<file path="src/rtl/flcmd_pkg.sv">
package flcmd_pkg;

   localparam int CODE_W = 8;

   typedef enum logic [2:0] {
      OP_NONE   = 3'd0,
      OP_PROG   = 3'd1,
      OP_CHIP   = 3'd2,
      OP_SECT   = 3'd3,
      OP_BOOT   = 3'd4,
      OP_ID_IN  = 3'd5,
      OP_ID_OUT = 3'd6
   } flcmd_op_e;

   typedef enum logic [2:0] {
      ST_IDLE = 3'd0,
      ST_K1   = 3'd1,
      ST_K2   = 3'd2,
      ST_PRG  = 3'd3,
      ST_X3   = 3'd4,
      ST_X4   = 3'd5,
      ST_X5   = 3'd6
   } flcmd_st_e;

   localparam logic [CODE_W-1:0] KEY_FIRST  = 8'hAA;
   localparam logic [CODE_W-1:0] KEY_SECOND = 8'h55;
   localparam logic [CODE_W-1:0] C_PROG     = 8'hA0;
   localparam logic [CODE_W-1:0] C_EXT      = 8'h80;
   localparam logic [CODE_W-1:0] C_ID_IN    = 8'h90;
   localparam logic [CODE_W-1:0] C_ID_OUT   = 8'hF0;
   localparam logic [CODE_W-1:0] C_CHIP     = 8'h10;
   localparam logic [CODE_W-1:0] C_SECT     = 8'h30;
   localparam logic [CODE_W-1:0] C_BOOT     = 8'h40;

endpackage

</file>
<file path="src/rtl/flcmd_seq.sv">
module flcmd_seq
   import flcmd_pkg::*;
#(
   parameter int ADDR_W = 17,
   parameter int DATA_W = 16,
   parameter int SECT_W = 5,
   parameter logic [ADDR_W-1:0] KEY_ADDR_A = 17'h05555,
   parameter logic [ADDR_W-1:0] KEY_ADDR_B = 17'h02AAA
) (
   input  logic              clk,
   input  logic              rst,
   input  logic              wr_en,
   input  logic [ADDR_W-1:0] wr_addr,
   input  logic [DATA_W-1:0] wr_data,
   input  logic              busy,
   output logic              cmd_valid,
   output flcmd_op_e         cmd_op,
   output logic [ADDR_W-1:0] cmd_addr,
   output logic [DATA_W-1:0] cmd_data,
   output logic [SECT_W-1:0] cmd_sector
);

   localparam int SECT_LSB = ADDR_W - SECT_W;

   generate
      if (DATA_W < CODE_W) begin : g_bad_data
         $error("flcmd_seq: DATA_W must hold a command code");
      end
      if (SECT_W < 1 || SECT_W >= ADDR_W) begin : g_bad_sect
         $error("flcmd_seq: SECT_W out of range");
      end
   endgenerate

   flcmd_st_e         st_q, st_n;
   logic              take;
   logic              at_a, at_b;
   logic [CODE_W-1:0] code;
   logic              fire;
   flcmd_op_e         fire_op;

   assign take = wr_en && !busy;
   assign at_a = (wr_addr == KEY_ADDR_A);
   assign at_b = (wr_addr == KEY_ADDR_B);
   assign code = wr_data[CODE_W-1:0];

   always_comb begin
      st_n    = st_q;
      fire    = 1'b0;
      fire_op = OP_NONE;
      if (take) begin
         st_n = ST_IDLE;
         unique case (st_q)
            ST_IDLE: begin
               if (at_a && code == KEY_FIRST) st_n = ST_K1;
               else if (code == C_ID_OUT) begin
                  fire = 1'b1; fire_op = OP_ID_OUT;
               end
            end
            ST_K1: if (at_b && code == KEY_SECOND) st_n = ST_K2;
            ST_K2: if (at_a) begin
               if (code == C_PROG)        st_n = ST_PRG;
               else if (code == C_EXT)    st_n = ST_X3;
               else if (code == C_ID_IN)  begin fire = 1'b1; fire_op = OP_ID_IN;  end
               else if (code == C_ID_OUT) begin fire = 1'b1; fire_op = OP_ID_OUT; end
            end
            ST_PRG: begin
               fire = 1'b1; fire_op = OP_PROG;
            end
            ST_X3: if (at_a && code == KEY_FIRST) st_n = ST_X4;
            ST_X4: if (at_b && code == KEY_SECOND) st_n = ST_X5;
            ST_X5: begin
               if (code == C_SECT) begin fire = 1'b1; fire_op = OP_SECT; end
               else if (at_a && code == C_CHIP) begin fire = 1'b1; fire_op = OP_CHIP; end
               else if (at_a && code == C_BOOT) begin fire = 1'b1; fire_op = OP_BOOT; end
            end
            default: st_n = ST_IDLE;
         endcase
      end
   end

   always_ff @(posedge clk) begin
      if (rst) begin
         st_q       <= ST_IDLE;
         cmd_valid  <= 1'b0;
         cmd_op     <= OP_NONE;
         cmd_addr   <= '0;
         cmd_data   <= '0;
         cmd_sector <= '0;
      end else begin
         st_q      <= st_n;
         cmd_valid <= fire;
         cmd_op    <= fire_op;
         if (fire) begin
            cmd_addr   <= wr_addr;
            cmd_data   <= wr_data;
            cmd_sector <= wr_addr[SECT_LSB +: SECT_W];
         end
      end
   end

   AST_BUSY_NO_STROBE: assert property (@(posedge clk) disable iff (rst)
      (busy || !wr_en) |=> !cmd_valid);
   AST_BUSY_HOLDS_STEP: assert property (@(posedge clk) disable iff (rst)
      (busy || !wr_en) |=> $stable(st_q));
   AST_STROBE_RESTARTS: assert property (@(posedge clk) disable iff (rst)
      cmd_valid |-> st_q == ST_IDLE);
   AST_OP_ONLY_WITH_STROBE: assert property (@(posedge clk) disable iff (rst)
      (cmd_valid != (cmd_op != OP_NONE)) == 1'b0);

endmodule

</file>
<file path="src/rtl/flcmd_idmode.sv">
module flcmd_idmode
   import flcmd_pkg::*;
#(
   parameter int ADDR_W = 17,
   parameter int DATA_W = 16,
   parameter int RD_REG = 0,
   parameter logic [DATA_W-1:0] MFR_CODE = 16'h001F,
   parameter logic [DATA_W-1:0] DEV_CODE = 16'h0082
) (
   input  logic              clk,
   input  logic              rst,
   input  logic              cmd_valid,
   input  flcmd_op_e         cmd_op,
   input  logic [ADDR_W-1:0] rd_addr,
   output logic              id_mode,
   output logic              id_hit,
   output logic [DATA_W-1:0] id_data
);

   generate
      if (RD_REG != 0 && RD_REG != 1) begin : g_bad_rdreg
         $error("flcmd_idmode: RD_REG must be 0 or 1");
      end
   endgenerate

   always_ff @(posedge clk) begin
      if (rst) id_mode <= 1'b0;
      else if (cmd_valid && cmd_op == OP_ID_IN)  id_mode <= 1'b1;
      else if (cmd_valid && cmd_op == OP_ID_OUT) id_mode <= 1'b0;
   end

   logic              hit_c;
   logic [DATA_W-1:0] word_c;

   always_comb begin
      hit_c  = 1'b0;
      word_c = '0;
      if (id_mode && rd_addr == '0) begin
         hit_c = 1'b1; word_c = MFR_CODE;
      end else if (id_mode && rd_addr == ADDR_W'(1)) begin
         hit_c = 1'b1; word_c = DEV_CODE;
      end
   end

   generate
      if (RD_REG == 1) begin : g_rd_flop
         always_ff @(posedge clk) begin
            if (rst) begin
               id_hit  <= 1'b0;
               id_data <= '0;
            end else begin
               id_hit  <= hit_c;
               id_data <= word_c;
            end
         end
      end else begin : g_rd_comb
         assign id_hit  = hit_c;
         assign id_data = word_c;
      end
   endgenerate

   AST_ID_SET: assert property (@(posedge clk) disable iff (rst)
      (cmd_valid && cmd_op == OP_ID_IN) |=> id_mode);
   AST_ID_CLEAR: assert property (@(posedge clk) disable iff (rst)
      (cmd_valid && cmd_op == OP_ID_OUT) |=> !id_mode);
   AST_ID_HOLDS: assert property (@(posedge clk) disable iff (rst)
      !cmd_valid |=> $stable(id_mode));

endmodule

</file>
<file path="src/rtl/flash_cmd_decoder.sv">
module flash_cmd_decoder
   import flcmd_pkg::*;
#(
   parameter int ADDR_W = 17,
   parameter int DATA_W = 16,
   parameter int SECT_W = 5,
   parameter int ID_RD_REG = 0
) (
   input  logic              clk,
   input  logic              rst,
   input  logic              wr_en,
   input  logic [ADDR_W-1:0] wr_addr,
   input  logic [DATA_W-1:0] wr_data,
   input  logic              busy,
   input  logic [ADDR_W-1:0] rd_addr,
   output logic              cmd_valid,
   output logic [2:0]        cmd_op,
   output logic [ADDR_W-1:0] cmd_addr,
   output logic [DATA_W-1:0] cmd_data,
   output logic [SECT_W-1:0] cmd_sector,
   output logic              id_mode,
   output logic              id_hit,
   output logic [DATA_W-1:0] id_data
);

   flcmd_op_e op_w;

   flcmd_seq #(
      .ADDR_W(ADDR_W), .DATA_W(DATA_W), .SECT_W(SECT_W),
      .KEY_ADDR_A(ADDR_W'(17'h05555)), .KEY_ADDR_B(ADDR_W'(17'h02AAA))
   ) u_seq (
      .clk(clk), .rst(rst), .wr_en(wr_en), .wr_addr(wr_addr),
      .wr_data(wr_data), .busy(busy), .cmd_valid(cmd_valid),
      .cmd_op(op_w), .cmd_addr(cmd_addr), .cmd_data(cmd_data),
      .cmd_sector(cmd_sector)
   );

   flcmd_idmode #(
      .ADDR_W(ADDR_W), .DATA_W(DATA_W), .RD_REG(ID_RD_REG),
      .MFR_CODE(DATA_W'(16'h001F)), .DEV_CODE(DATA_W'(16'h0082))
   ) u_id (
      .clk(clk), .rst(rst), .cmd_valid(cmd_valid), .cmd_op(op_w),
      .rd_addr(rd_addr), .id_mode(id_mode), .id_hit(id_hit),
      .id_data(id_data)
   );

   assign cmd_op = op_w;

   AST_RESET_QUIET: assert property (@(posedge clk)
      rst |=> (!cmd_valid && !id_mode));

endmodule

</file>
<file path="config.mk">
export PLATFORM = sky130hd
export DESIGN_NAME = flash_cmd_decoder
export DESIGN_NICKNAME = d
export VERILOG_FILES = /design/src/rtl/flcmd_pkg.sv /design/src/rtl/flcmd_seq.sv /design/src/rtl/flcmd_idmode.sv /design/src/rtl/flash_cmd_decoder.sv
export SDC_FILE = /design/constraint.sdc
export NUM_CORES = 1
export LEC_CHECK = 0
export BUFFER_PORTS_ARGS = -buffer_cell sky130_fd_sc_hd__buf_2
export CORE_MARGIN = 4
export CORE_UTILIZATION = 35
export CTS_CLUSTER_DIAMETER = 40
export DETAILED_ROUTE_END_ITERATION = 10
export GPL_TIMING_DRIVEN = 0
export SKIP_CTS_REPAIR_TIMING = 1
export SYNTH_ARGS = -nofsm -noshare
export SYNTH_HDL_FRONTEND = slang
export SYNTH_SLANG_ARGS = --single-unit
</file>
<file path="constraint.sdc">
create_clock -name clk -period 3.2 [get_ports clk]
set_clock_uncertainty 0.1 [all_clocks]
set_input_delay 0.64 -clock clk [delete_from_list [all_inputs] [get_ports clk]]
set_output_delay 0.64 -clock clk [all_outputs]
set_load 0.02 [all_outputs]
</file>
Yosys cells after proc, flatten, opt, wreduce, memory -nomap -nowiden
Cells that the tools add are included.

storage, ports and cells
  register bits after elaboration = 46
  output and inout port bits = 60

cells by class
  equal/unequal tests = 20
  muxes and demuxes = 35
  bitwise logic cells = 1
  reductions and logical operators = 14

operator list
  cell                                                               count
  3-bit two-way mux                                                  14
  8-bit == test, second input constant                               5
  17-bit by 1-bit == test with 1-bit output, second input constant   1
  17-bit by 14-bit == test with 1-bit output, second input constant  1
  17-bit by 15-bit == test with 1-bit output, second input constant  1
  17-bit zero test                                                   1
  8-bit by 7-bit == test with 1-bit output, second input constant    2
  16-bit two-way mux                                                 1
  3-bit == test, second input constant                               5
  1-bit two-way mux                                                  15
  3-bit case mux with 5 select lines                                 1
  3-bit case mux with 4 select lines                                 1
  1-bit logical AND                                                  9
  8-bit by 5-bit == test with 1-bit output, second input constant    1
  8-bit by 6-bit == test with 1-bit output, second input constant    1
  8-bit two-way mux                                                  1
  3-bit by 2-bit == test with 1-bit output, second input constant    2
  1-bit case mux with 4 select lines                                 1
  3-bit by 1-bit == test with 1-bit output, second input constant    1
  3-bit zero test                                                    1
  2-bit two-way mux                                                  1
  2-bit nonzero test                                                 1
  2-bit OR reduction                                                 1
  1-bit zero test                                                    1
  1-bit inverter                                                     1

Depth between registers and ports, before layout
Gate-level depths: netlist (run 1).

  depth in word-level cells = 8
  gate-level depth with buffers = 8
  gate-level depth less buffers = 6

Hierarchy
From an unflattened synthesis (run 1), not the netlist that was laid out.

second synthesis, totals
  cells, all modules = 323
  area total of the unflattened synthesis = 2708.8 um2

modules (own cells, without submodules)
  module        instances  cells each  area an instance (um2)  sequential area each (um2)
  flcmd_seq     1          292         2479.9                  800.8
  flcmd_idmode  1          31          229.0                   20.0

Worst setup path after synthesis (run 1)
No wires, ideal clock.

  kind = input to output
  from = input rd_addr[1]
  to = output id_data[2]
  data arrival time = 2586 ps
  data required time = 2460 ps
  slack = -126 ps
  cell stages on the path = 5
  path buffers = 1
  cell sequence = nor4b_1 -> nand4_1 -> nor4_1 -> nor2b_1 -> buf_4

on the way
  longest elaborated chain between the ends = 3

RTL lines
  element             line                     RTL
  start, declared     flash_cmd_decoder.sv:15  input logic [ADDR_W-1:0] rd_addr,
  17-bit zero test    flcmd_idmode.sv:38       if (id_mode && rd_addr == '0) begin
  1-bit logical AND   flcmd_idmode.sv:38
  16-bit two-way mux  flcmd_idmode.sv:38
  end, declared       flash_cmd_decoder.sv:23  output logic [DATA_W-1:0] id_data

No other way between the ends.

Final worst setup path (run 1)
  from = input rd_addr[8]
  to = output id_data[4]

The elaborated chain is that of the path after synthesis.

==> flow_summary.rst, run 1 <==
.. list-table::
   :header-rows: 1

   * - Metric
     - Value
   * - Fraction of final layout cells with drive strength greater than 1
     - 37.5%
   * - Area overhead of the layout relative to synthesis
     - 32.7%
   * - Number of enable-type register cells in the synthesized netlist
     - 0
   * - Post-route cell area
     - 3120 µm²
   * - Power Dens Cells
     - 350 nW/µm²
   * - Setup violators final
     - 0
   * - Type of the tightest min-delay check
     - reg -> reg
   * - Crit path time final
     - 2.77 ns
   * - Headroom to the max-slew limit
     - 64.0%
   * - Maximum frequency from static timing analysis
     - 361 MHz
   * - Outcome
     - finished, final reports clean
   * - TritonRoute pass-1 iters
     - 4
   * - Crit path required time
     - 2.46 ns
   * - DRC viols
     - 0
   * - Full die area
     - between 8000 and 9000 µm²
   * - Pin count of the biggest net entering global routing
     - 13
   * - Synth top cells by count
     - sky130_fd_sc_hd__nand2b_1 (67), sky130_fd_sc_hd__dfxtp_1 (41), sky130_fd_sc_hd__mux2i_1 (33)
   * - Diode insertion count for antenna repair
     - 0
   * - Sequential area share after synthesis
     - 34.9%
   * - Top-level I/O count
     - 114
   * - Core region area
     - 6420 µm²
   * - Placement Rows
     - 29
   * - Post-Layout Cell Count
     - around 450
   * - Reg2reg setup slack
     - 0.94 ns
   * - Post-route setup slack
     - 0.428 ns
   * - Top cells by area in the synthesized netlist
     - sky130_fd_sc_hd__dfxtp_1 (35%), sky130_fd_sc_hd__nand2b_1 (18%), sky130_fd_sc_hd__mux2i_1 (14%)
   * - Total routing usage reported by global routing
     - around 16%
   * - Leak Pwr
     - 0.00137 µW
   * - DRT iter0 DRCs
     - 59
   * - Data arrival time of the critical path
     - 2.03 ns
   * - H-Tree Level Count
     - 2
   * - Cell type contributing the most total cell area after synthesis
     - sky130_fd_sc_hd__dfxtp_1
   * - Final number of max-transition violations
     - 0
   * - Least-Margin Pin Slew
     - 0.531 ns
   * - Peak supply drop
     - 0.170 mV
   * - Wire length per cell
     - 13.8 µm
   * - Commonest register cell after synthesis
     - sky130_fd_sc_hd__dfxtp_1
   * - TritonCTS clock tree
     - built
   * - DRT Wirelength
     - around 6.2 mm
   * - Synthesized area divided by synthesized cell count
     - roughly 9.2 µm²
   * - Root buffer cell
     - sky130_fd_sc_hd__clkbuf_8
   * - Count of mapped cells out of synthesis
     - roughly 260
   * - Unique masters post-synth
     - 43
   * - Largest driver fanout on the critical path
     - 4
   * - Post-placement cell count
     - 445
   * - Synthesis warning total
     - 0
   * - Number of global-route vias before repair
     - 2048
   * - RSZ-0062 raised after global routing
     - false
   * - Chip Height
     - 89.9 µm
   * - Max-capacitance violation count
     - 0
   * - Routed Antenna Nets
     - 0
   * - Clock buffer count from CTS
     - 5
   * - Async SR Flop Fraction
     - 0%
   * - Category of the worst setup path capture point
     - output port
   * - Grt ovf
     - 0
   * - Total half-perimeter wirelength after legalization and detailed placement
     - about 5 mm
   * - Effective utilization at floorplan
     - 36.6%
   * - Total Nets Final
     - 429
   * - DP Worst Slack
     - 0.304 ns
   * - Detailed-route vias per instance
     - 4.59
   * - Placed inst area
     - 3000 µm²
   * - Start-to-end type of the worst setup path
     - in -> out
   * - Share of the cycle needed by the critical path after routing
     - 86.6%
   * - Clock Sinks
     - 41
   * - Clock-pin slew on the worst setup and hold paths
     - 0.08 ns
   * - Number of antenna violations at the first check in global routing
     - 0
   * - Startpoint type of the worst setup path
     - input pin
   * - Global-route wire length before repair
     - between 10 and 15 mm
   * - Area share of the largest cell type after synthesis
     - between 30% and 40%
   * - Routability Congestion
     - 0.818
   * - Final hold vios
     - 0
   * - Routed vias
     - 2081
   * - Clock latency reported for the late side of the worst-skew pair
     - 0.29 ns
   * - Die X-Extent
     - 89.9 µm
   * - Setup TNS
     - 0 ns
   * - Final core utilization
     - 48.5%
   * - CTS Buffer Depth
     - 2
   * - Most instantiated library cell after synthesis
     - sky130_fd_sc_hd__nand2b_1
   * - Number of port buffers
     - 103
   * - Count of filler cells inserted in the layout
     - 626
   * - Post-Synthesis Cell Area
     - 2350 µm²
   * - Seq cells post-synth
     - a little over 40
==> kinds of logic (layout without fill, tap and decap cells) <==
family	after synthesis	in the layout	synth area share (%)
simple gates	128	128	34.9
flops	41	41	34.9
mux	33	33	14.1
buf+inv	33	144	9.80
compound gates	19	19	5.75
other cells	1	10	0.160
xor+xnor	1	1	0.373
==> where the power goes <==
group	total [µW]	internal [µW]	leakage [µW]	switching [µW]
combinational	140	67.0	0.000977	73.3
sequential	516	513	0.000331	2.94
clock	434	254	0.0000585	180
==> sequential cells by signal, indices dropped and copies added (netlist names) <==
signal	flops
u_seq.cmd_data	16
u_seq.cmd_addr	13
u_seq.cmd_sector	4
u_seq.cmd_op	3
u_seq.st_q	3
u_id.id_mode	1
u_seq.cmd_valid	1
==> layer usage <==
layer	global-route usage [%]	share of wire [%]	up-vias
met5	0	0	-
met4	6.12	1.9	0
met3	4.59	6.0	10
met2	25.6	47	60
met1	19.3	45	921
li1	-	-	1090
==> cells in the final DEF, fill, tap and decap left out, drive strengths merged, types with 4 or more instances in the layout <==
cell      n
nor4      8
dfxtp    41
conb     10
buf     126
nand2     8
nand3b    5
nand2b   67
nor2     11
clkbuf   16
mux2i    33
a21oi     6
nor2b     4
==> worst paths after layout <==
kind / depth (start not counted) / to / from
hold reg to reg: 2 / u_seq.cmd_addr[7] / u_seq.cmd_addr[7]
hold / removal: 2 / u_seq.cmd_addr[7] / u_seq.cmd_addr[7]
setup / recovery: 7 / id_data[4] / rd_addr[8]
setup reg to reg: 7 / u_seq.cmd_addr[10] / u_seq.st_q[2]
==> layout make-up <==
type	instances	area (µm²)	share of cell area (%)
Multi-Input combinational cell	191	1340	42.9
Sequential cell	41	821	26.3
Timing Repair Buffer	103	515	16.5
Buffer	32	226	7.26
Tap cell	77	96.3	3.09
Clock buffer	7	86.3	2.77
Clock inverter	1	30.0	0.963
Inverter	1	3.75	0.120
==> through the flow <==
| step | power (µW) | hold slack, ns |
|---|---|---|
| final | 1090 | 0.373 |
| after CTS | 1110 | 0.377 |
| after global routing | 1150 | 0.399 |
| after detailed placement | 669 | 0.362 |
| after floorplan | 607 | 0.431 |
| after global placement | 668 | 0.357 |
==> critical path, stage by stage <==
cell                      delay (ns)
sky130_fd_sc_hd__buf_2          0.09
sky130_fd_sc_hd__nor4_1         0.27
sky130_fd_sc_hd__nand4_1        0.14
sky130_fd_sc_hd__nor4_2         0.26
sky130_fd_sc_hd__nor2b_1        0.32
sky130_fd_sc_hd__buf_4          0.16
sky130_fd_sc_hd__buf_2          0.15
(Power assumes the default switching activity.)
==> inputs of run 2 (changes only) <==
--- a/config.mk
+++ b/config.mk
@@ -6,7 +6,7 @@
 export NUM_CORES = 1
 export LEC_CHECK = 0
 export BUFFER_PORTS_ARGS = -buffer_cell sky130_fd_sc_hd__buf_2
-export CORE_MARGIN = 4
+export CORE_MARGIN = 1.5
 export CORE_UTILIZATION = 35
 export CTS_CLUSTER_DIAMETER = 40
 export DETAILED_ROUTE_END_ITERATION = 10
==> constraint.sdc (replaced) <==
create_clock -name clk -period 3.2 [get_ports clk]
set_clock_uncertainty 0.1 [all_clocks]
set_input_delay 0.16 -clock clk [delete_from_list [all_inputs] [get_ports clk]]
set_output_delay 0.16 -clock clk [all_outputs]
set_load 0.02 [all_outputs]
==> flow_summary.rst, run 2 (synthesis gave the netlist of run 1 again) <==
.. list-table::
   :header-rows: 1

   * - Metric
     - Value
   * - Setup TNS
     - 0 ns (unchanged)
   * - Grt ovf
     - 0 (unchanged)
   * - Number of global-route vias before repair
     - 2026 (was 2048)
   * - Startpoint type of the worst setup path
     - register (was input pin)
   * - Core region area
     - 6420 µm² (unchanged)
   * - DP Worst Slack
     - 0.804 ns (was 0.304 ns)
   * - Number of antenna violations at the first check in global routing
     - 0 (unchanged)
   * - TritonRoute pass-1 iters
     - 10 (was 4)
   * - Pin count of the biggest net entering global routing
     - 13 (unchanged)
   * - RSZ-0062 raised after global routing
     - false (unchanged)
   * - DRC viols
     - 6 (was 0)
   * - DRT Wirelength
     - 5.85 mm (was 6.24 mm)
   * - Placement Rows
     - 29 (unchanged)
   * - TritonCTS clock tree
     - built (unchanged)
   * - Root buffer cell
     - sky130_fd_sc_hd__clkbuf_8 (unchanged)
   * - Leak Pwr
     - 0.00135 µW (was 0.00137 µW)
   * - CTS Buffer Depth
     - 2 (unchanged)
   * - Chip Height
     - 84.9 µm (was 89.9 µm)
   * - Diode insertion count for antenna repair
     - 0 (unchanged)
   * - Post-route worst hold slack
     - 0.0205 ns (was 0.373 ns)
   * - Power Dens Cells
     - 320 nW/µm² (was 350 nW/µm²)
   * - H-Tree Level Count
     - 2 (unchanged)
   * - Clock Sinks
     - 41 (unchanged)
   * - Routed Antenna Nets
     - 0 (unchanged)
   * - Outcome
     - finished with violations (was finished, final reports clean)
   * - Total half-perimeter wirelength after legalization and detailed placement
     - 4.59 mm (was 4.94 mm)
   * - Crit path time final
     - 2.27 ns (was 2.77 ns)
   * - Largest registers in the final layout
     - u_seq.cmd_data (16), u_seq.cmd_addr (13), u_seq.cmd_sector (4) (unchanged)
   * - Die X-Extent
     - 84.9 µm (was 89.9 µm)
   * - Routability Congestion
     - 0.796 (was 0.818)
   * - Clock-pin slew on the worst setup and hold paths
     - 0.08 ns (about the same)
   * - Category of the worst setup path capture point
     - register (was output port)
   * - Clock buffer count from CTS
     - 5 (unchanged)
   * - Global-route wire length before repair
     - 9.39 mm (was 10.4 mm)
   * - Effective utilization at floorplan
     - 36.6% (unchanged)
   * - Start-to-end type of the worst setup path
     - reg -> reg (was in -> out)
   * - Number of port buffers
     - 103 (unchanged)
   * - Crit path required time
     - 3.32 ns (was 2.46 ns)
   * - Routed vias
     - 2107 (was 2081)
   * - Final number of max-transition violations
     - 0 (unchanged)
   * - Top-level I/O count
     - 114 (unchanged)
   * - Type of the tightest min-delay check
     - in -> reg (was reg -> reg)
   * - Largest driver fanout on the critical path
     - 10 (was 4)
   * - Fraction of final layout cells with drive strength greater than 1
     - 37.2% (was 37.5%)
   * - Area overhead of the layout relative to synthesis
     - 31.0% (was 32.7%)
   * - Wire length per cell
     - 12.9 µm (was 13.8 µm)
   * - Count of filler cells inserted in the layout
     - 627 (was 626)
   * - Top library cells by usage in the layout, fill and taps aside
     - sky130_fd_sc_hd__buf_2 (104), sky130_fd_sc_hd__nand2b_1 (67), sky130_fd_sc_hd__dfxtp_1 (41), sky130_fd_sc_hd__mux2i_1 (33), sky130_fd_sc_hd__buf_4 (19) (unchanged)
   * - Final hold vios
     - 0 (unchanged)
   * - Least-Margin Pin Slew
     - 0.526 ns (was 0.531 ns)
   * - Full die area
     - 7210 µm² (was 8090 µm²)
   * - Detailed-route vias per instance
     - 4.65 (was 4.59)
   * - Maximum frequency from static timing analysis
     - 440 MHz (was 361 MHz)
   * - Data arrival time of the critical path
     - 2.39 ns (was 2.03 ns)
   * - Largest register FFs
     - 16 (unchanged)
   * - Total routing usage reported by global routing
     - 16.2% (was 15.6%)
   * - Reg with most FFs
     - u_seq.cmd_data (unchanged)
   * - Max-capacitance violation count
     - 0 (unchanged)
   * - Violations in the final reports
     - DRC
   * - Share of the cycle needed by the critical path after routing
     - 71.0% (was 86.6%)
   * - Clock latency reported for the late side of the worst-skew pair
     - 0.28 ns (was 0.29 ns)
   * - Peak supply drop
     - 0.145 mV (was 0.170 mV)
   * - DRT iter0 DRCs
     - 59 (unchanged)
   * - Total Nets Final
     - 429 (unchanged)
   * - Most common cell after layout, fill and taps aside
     - sky130_fd_sc_hd__buf_2 (unchanged)
   * - Setup violators final
     - 0 (unchanged)
   * - Post-route setup slack
     - 0.928 ns (was 0.428 ns)
   * - Headroom to the max-slew limit
     - 64.4% (was 64.0%)
==> run 2: changes by cell type in the layout (fill, tap and decap cells not counted) <==
cell	delta
sky130_fd_sc_hd__clkinv_2	+2
sky130_fd_sc_hd__bufinv_16	-1
sky130_fd_sc_hd__clkbuf_8	-1
sky130_fd_sc_hd__nor4_1	+1
sky130_fd_sc_hd__nor4_2	-1
==> run 2: layout make-up <==
cell class / instances / area, µm² / share of cell area [%]
Tap cell: 77 / 96.3 / 3.13
Buffer: 32 / 226 / 7.36
Inverter: 1 / 3.75 / 0.122
Timing Repair Buffer: 103 / 515 / 16.7
Clock buffer: 6 / 72.6 / 2.36
Clock inverter: 2 / 10.0 / 0.325
Multi-Input combinational cell: 191 / 1330 / 43.3
Sequential cell: 41 / 821 / 26.7
==> run 2: metrics by stage <==
stage / area, µm² / instances / utilization (%) / total power [µW]
floorplan: 2380 / 265 / - / 607
detailed placement: 3000 / 445 / 46.6 / 668
finish: 3080 / 453 / 47.9 / 984
global placement: 3000 / 445 / 46.6 / 668
CTS: 3080 / 453 / 47.9 / 995
global route: 3080 / 453 / 47.9 / 1030
==> run 2: worst max-delay path, cell delays in order, from the launching register on <==
cell	delay, ns
sky130_fd_sc_hd__dfxtp_1	0.31
sky130_fd_sc_hd__clkbuf_1	0.28
sky130_fd_sc_hd__or3b_1	0.39
sky130_fd_sc_hd__o21bai_1	0.14
sky130_fd_sc_hd__o311ai_1	0.19
sky130_fd_sc_hd__a21oi_4	0.39
sky130_fd_sc_hd__buf_8	0.21
sky130_fd_sc_hd__mux2i_1	0.19
==> run 2: power by group <==
group | internal, µW | switching (µW) | leakage [µW] | total, µW
combinational | 66.9 | 73.5 | 0.000977 | 140
clock | 151 | 176 | 0.0000450 | 327
sequential | 513 | 3.03 | 0.000331 | 516
==> run 2: path summary, 6_finish.rpt <==
| kind | from | endpoint | depth (start not counted) | slack [ns] |
|---|---|---|---|---|
| max | u_seq.st_q[2] | u_seq.cmd_addr[11] | 7 | 0.93 |
| min | wr_data[14] | u_seq.cmd_data[14] | 3 | 0.02 |
| max reg2reg | u_seq.st_q[2] | u_seq.cmd_addr[11] | 7 | 0.93 |
| min reg2reg | u_seq.cmd_data[6] | u_seq.cmd_data[6] | 2 | 0.37 |
==> run 2: metal layers <==
metal,wire length (µm),vias to the layer above,track usage [%]
met5,0,-,0
met4,55,0,4.02
met3,262,5,3.50
met2,2780,47,28.4
met1,2750,964,20.2
li1,-,1091,-
==> inputs of run 3 (changes only) <==
==> constraint.sdc (replaced) <==
create_clock -name clk -period 2.3 [get_ports clk]
set_clock_uncertainty 0.1 [all_clocks]
set_input_delay 0.115 -clock clk [delete_from_list [all_inputs] [get_ports clk]]
set_output_delay 0.115 -clock clk [all_outputs]
set_load 0.02 [all_outputs]
==> flow_summary.rst, run 3 (synthesis gave the netlist of run 1 again) <==
.. list-table::
   :header-rows: 1

   * - Metric
     - Value
   * - Final hold vios
     - 4 (was 0)
   * - Wire length per cell
     - 13.1 µm (was 12.9 µm)
   * - Grt ovf
     - 0 (unchanged)
   * - Leak Pwr
     - 0.00144 µW (was 0.00135 µW)
   * - Total Nets Final
     - 442 (was 429)
   * - Crit path required time
     - 2.42 ns (was 3.32 ns)
   * - Clock Sinks
     - 41 (unchanged)
   * - Headroom to the max-slew limit
     - 59.1% (was 64.4%)
   * - Largest stage delay on the critical path
     - 0.50 ns (was 0.39 ns)
   * - Number of global-route vias before repair
     - 1970 (was 2026)
   * - Area overhead of the layout relative to synthesis
     - 39.8% (was 31.0%)
   * - Buffers and inverters on the worst path
     - 2 (unchanged)
   * - Maximum frequency from static timing analysis
     - 472 MHz (was 440 MHz)
   * - Post-route cell area
     - 3280 µm² (was 3080 µm²)
   * - Diode insertion count for antenna repair
     - 0 (unchanged)
   * - Setup TNS
     - 0 ns (unchanged)
   * - Top library cells by usage in the layout, fill and taps aside
     - sky130_fd_sc_hd__buf_2 (104), sky130_fd_sc_hd__nand2b_1 (67), sky130_fd_sc_hd__dfxtp_1 (41), sky130_fd_sc_hd__mux2i_1 (33), sky130_fd_sc_hd__buf_4 (20) (was sky130_fd_sc_hd__buf_2 (104), sky130_fd_sc_hd__nand2b_1 (67), sky130_fd_sc_hd__dfxtp_1 (41), sky130_fd_sc_hd__mux2i_1 (33), sky130_fd_sc_hd__buf_4 (19))
   * - Reg with most FFs
     - u_seq.cmd_data (unchanged)
   * - Least-Margin Pin Slew
     - 0.605 ns (was 0.526 ns)
   * - Cell type of the slowest stage on the worst timing path
     - sky130_fd_sc_hd__dfxtp_1 (was sky130_fd_sc_hd__or3b_1)
   * - Placement Rows
     - 29 (unchanged)
   * - RSZ-0062 raised after global routing
     - false (unchanged)
   * - Outcome
     - finished with violations (unchanged)
   * - Chip Height
     - 84.9 µm (unchanged)
   * - Post-route worst hold slack
     - -0.00524 ns (was 0.0205 ns)
   * - Routability Congestion
     - 0.818 (was 0.796)
   * - Type of the tightest min-delay check
     - in -> reg (unchanged)
   * - Number of port buffers
     - 103 (unchanged)
   * - List of cells traversed by the critical path
     - or3b_1 > o21bai_1 > o311ai_1 > a21oi_4 > buf_12 > buf_8 > mux2i_1 (was clkbuf_1 > or3b_1 > o21bai_1 > o311ai_1 > a21oi_4 > buf_8 > mux2i_1)
   * - TritonRoute pass-1 iters
     - 7 (was 10)
   * - Clock-pin slew on the worst setup and hold paths
     - 0.08 ns (about the same)
   * - H-Tree Level Count
     - 2 (unchanged)
   * - Data arrival time of the critical path
     - 2.24 ns (was 2.39 ns)
   * - Routed Antenna Nets
     - 0 (unchanged)
   * - Start-to-end type of the worst setup path
     - reg -> reg (unchanged)
   * - Pin count of the biggest net entering global routing
     - 13 (unchanged)
   * - Power Dens Cells
     - 468 nW/µm² (was 320 nW/µm²)
   * - Peak supply drop
     - 0.258 mV (was 0.145 mV)
   * - Die X-Extent
     - 84.9 µm (unchanged)
   * - Dominant delay contributor by cell family on the critical path
     - compound AO/OA/AOI/OAI gates (unchanged)
   * - Launching point of the worst reg2reg path
     - u_seq.st_q[2] (unchanged)
   * - Root buffer cell
     - sky130_fd_sc_hd__clkbuf_8 (unchanged)
   * - TritonCTS clock tree
     - built (unchanged)
   * - Largest registers in the final layout
     - u_seq.cmd_data (16), u_seq.cmd_addr (13), u_seq.cmd_sector (4) (unchanged)
   * - Fraction of final layout cells with drive strength greater than 1
     - 37.3% (was 37.2%)
   * - Clock latency reported for the late side of the worst-skew pair
     - 0.29 ns (was 0.28 ns)
   * - Share of the cycle needed by the critical path after routing
     - 92.0% (was 71.0%)
   * - Largest register FFs
     - 16 (unchanged)
   * - DRT iter0 DRCs
     - 78 (was 59)
   * - Clock buffer count from CTS
     - 5 (unchanged)
   * - Final number of max-transition violations
     - 0 (unchanged)
   * - Worst setup path startpoint
     - u_seq.st_q[2] (unchanged)
   * - Number of antenna violations at the first check in global routing
     - 0 (unchanged)
   * - Global-route wire length before repair
     - 9.51 mm (was 9.39 mm)
   * - Startpoint type of the worst setup path
     - register (unchanged)
   * - CTS Buffer Depth
     - 2 (unchanged)
   * - Count of filler cells inserted in the layout
     - 644 (was 627)
   * - Effective utilization at floorplan
     - 36.6% (unchanged)
   * - Core region area
     - 6420 µm² (unchanged)
   * - Total half-perimeter wirelength after legalization and detailed placement
     - 4.53 mm (was 4.59 mm)
   * - Largest driver fanout on the critical path
     - 10 (unchanged)
   * - Violations in the final reports
     - DRC, hold timing (was DRC)
   * - Crit path time final
     - 2.12 ns (was 2.27 ns)
   * - Hold path startpoint
     - wr_addr[11] (was wr_data[14])
   * - DRT Wirelength
     - 6.09 mm (was 5.85 mm)
   * - Placed inst area
     - 3000 µm² (about the same)
   * - Category of the worst setup path capture point
     - register (unchanged)
   * - Total routing usage reported by global routing
     - 16.5% (was 16.2%)
   * - Design Power
     - 1540 µW (was 984 µW)
   * - Max-capacitance violation count
     - 0 (unchanged)
   * - Setup violators final
     - 0 (unchanged)
   * - Detailed-route vias per instance
     - 4.64 (was 4.65)
   * - Top-level I/O count
     - 114 (unchanged)
   * - Full die area
     - 7210 µm² (unchanged)
   * - Most common cell after layout, fill and taps aside
     - sky130_fd_sc_hd__buf_2 (unchanged)
   * - Routed vias
     - 2162 (was 2107)
   * - DRC viols
     - 6 (unchanged)
[run 3: power by group]
group / switching [µW] / total (µW) / leakage, µW / internal (µW)
sequential: 6.36 / 721 / 0.000331 / 714
combinational: 105 / 213 / 0.00105 / 108
clock: 250 / 604 / 0.0000585 / 354
[run 3: worst paths after layout]
check | endpoint | slack [ns] | depth (start not counted)
max | u_seq.cmd_addr[16] | 0.18 | 7
max reg2reg | u_seq.cmd_addr[16] | 0.18 | 7
min reg2reg | u_seq.cmd_addr[3] | 0.37 | 2
min | u_seq.cmd_addr[11] | -0.005 | 3
[run 3: cell type report]
type                       instances  area, µm²  area share (%)
buffer                            30        219            6.67
clock buffer                       7       86.3            2.63
clock inverter                     1       30.0           0.914
inverter                           1       3.75           0.114
multi-input combinational        191       1360            41.3
sequential                        41        821            25.0
tap                               77       96.3            2.93
timing repair buffer             118        673            20.5
[run 3: tightest hold or removal path, stage by stage]
cell	delay [ns]
sky130_fd_sc_hd__buf_2	0.11
sky130_fd_sc_hd__nand2b_1	0.06
sky130_fd_sc_hd__mux2i_1	0.06
[run 3: metal layers]
layer	GRT usage [%]	vias up	share of wire, %
met1	21.3	990	46
met5	0	-	0
met3	3.21	6	4.7
li1	-	1113	-
met2	27.9	53	48
met4	5.37	0	1.3
[run 3: metrics by stage]
| stage | std cells | setup WS (ns) | utilization (%) |
|---|---|---|---|
| 4_1_cts | 453 | 0.00691 | 48.5 |
| 6_report | 466 | 0.183 | 51.1 |
| 3_5_place_dp | 445 | -0.0748 | 46.7 |
| 5_1_grt | 466 | 0.0385 | 51.1 |
| 3_3_place_gp | 445 | -0.00918 | 46.7 |
| 2_1_floorplan | 265 | 0.00938 | - |
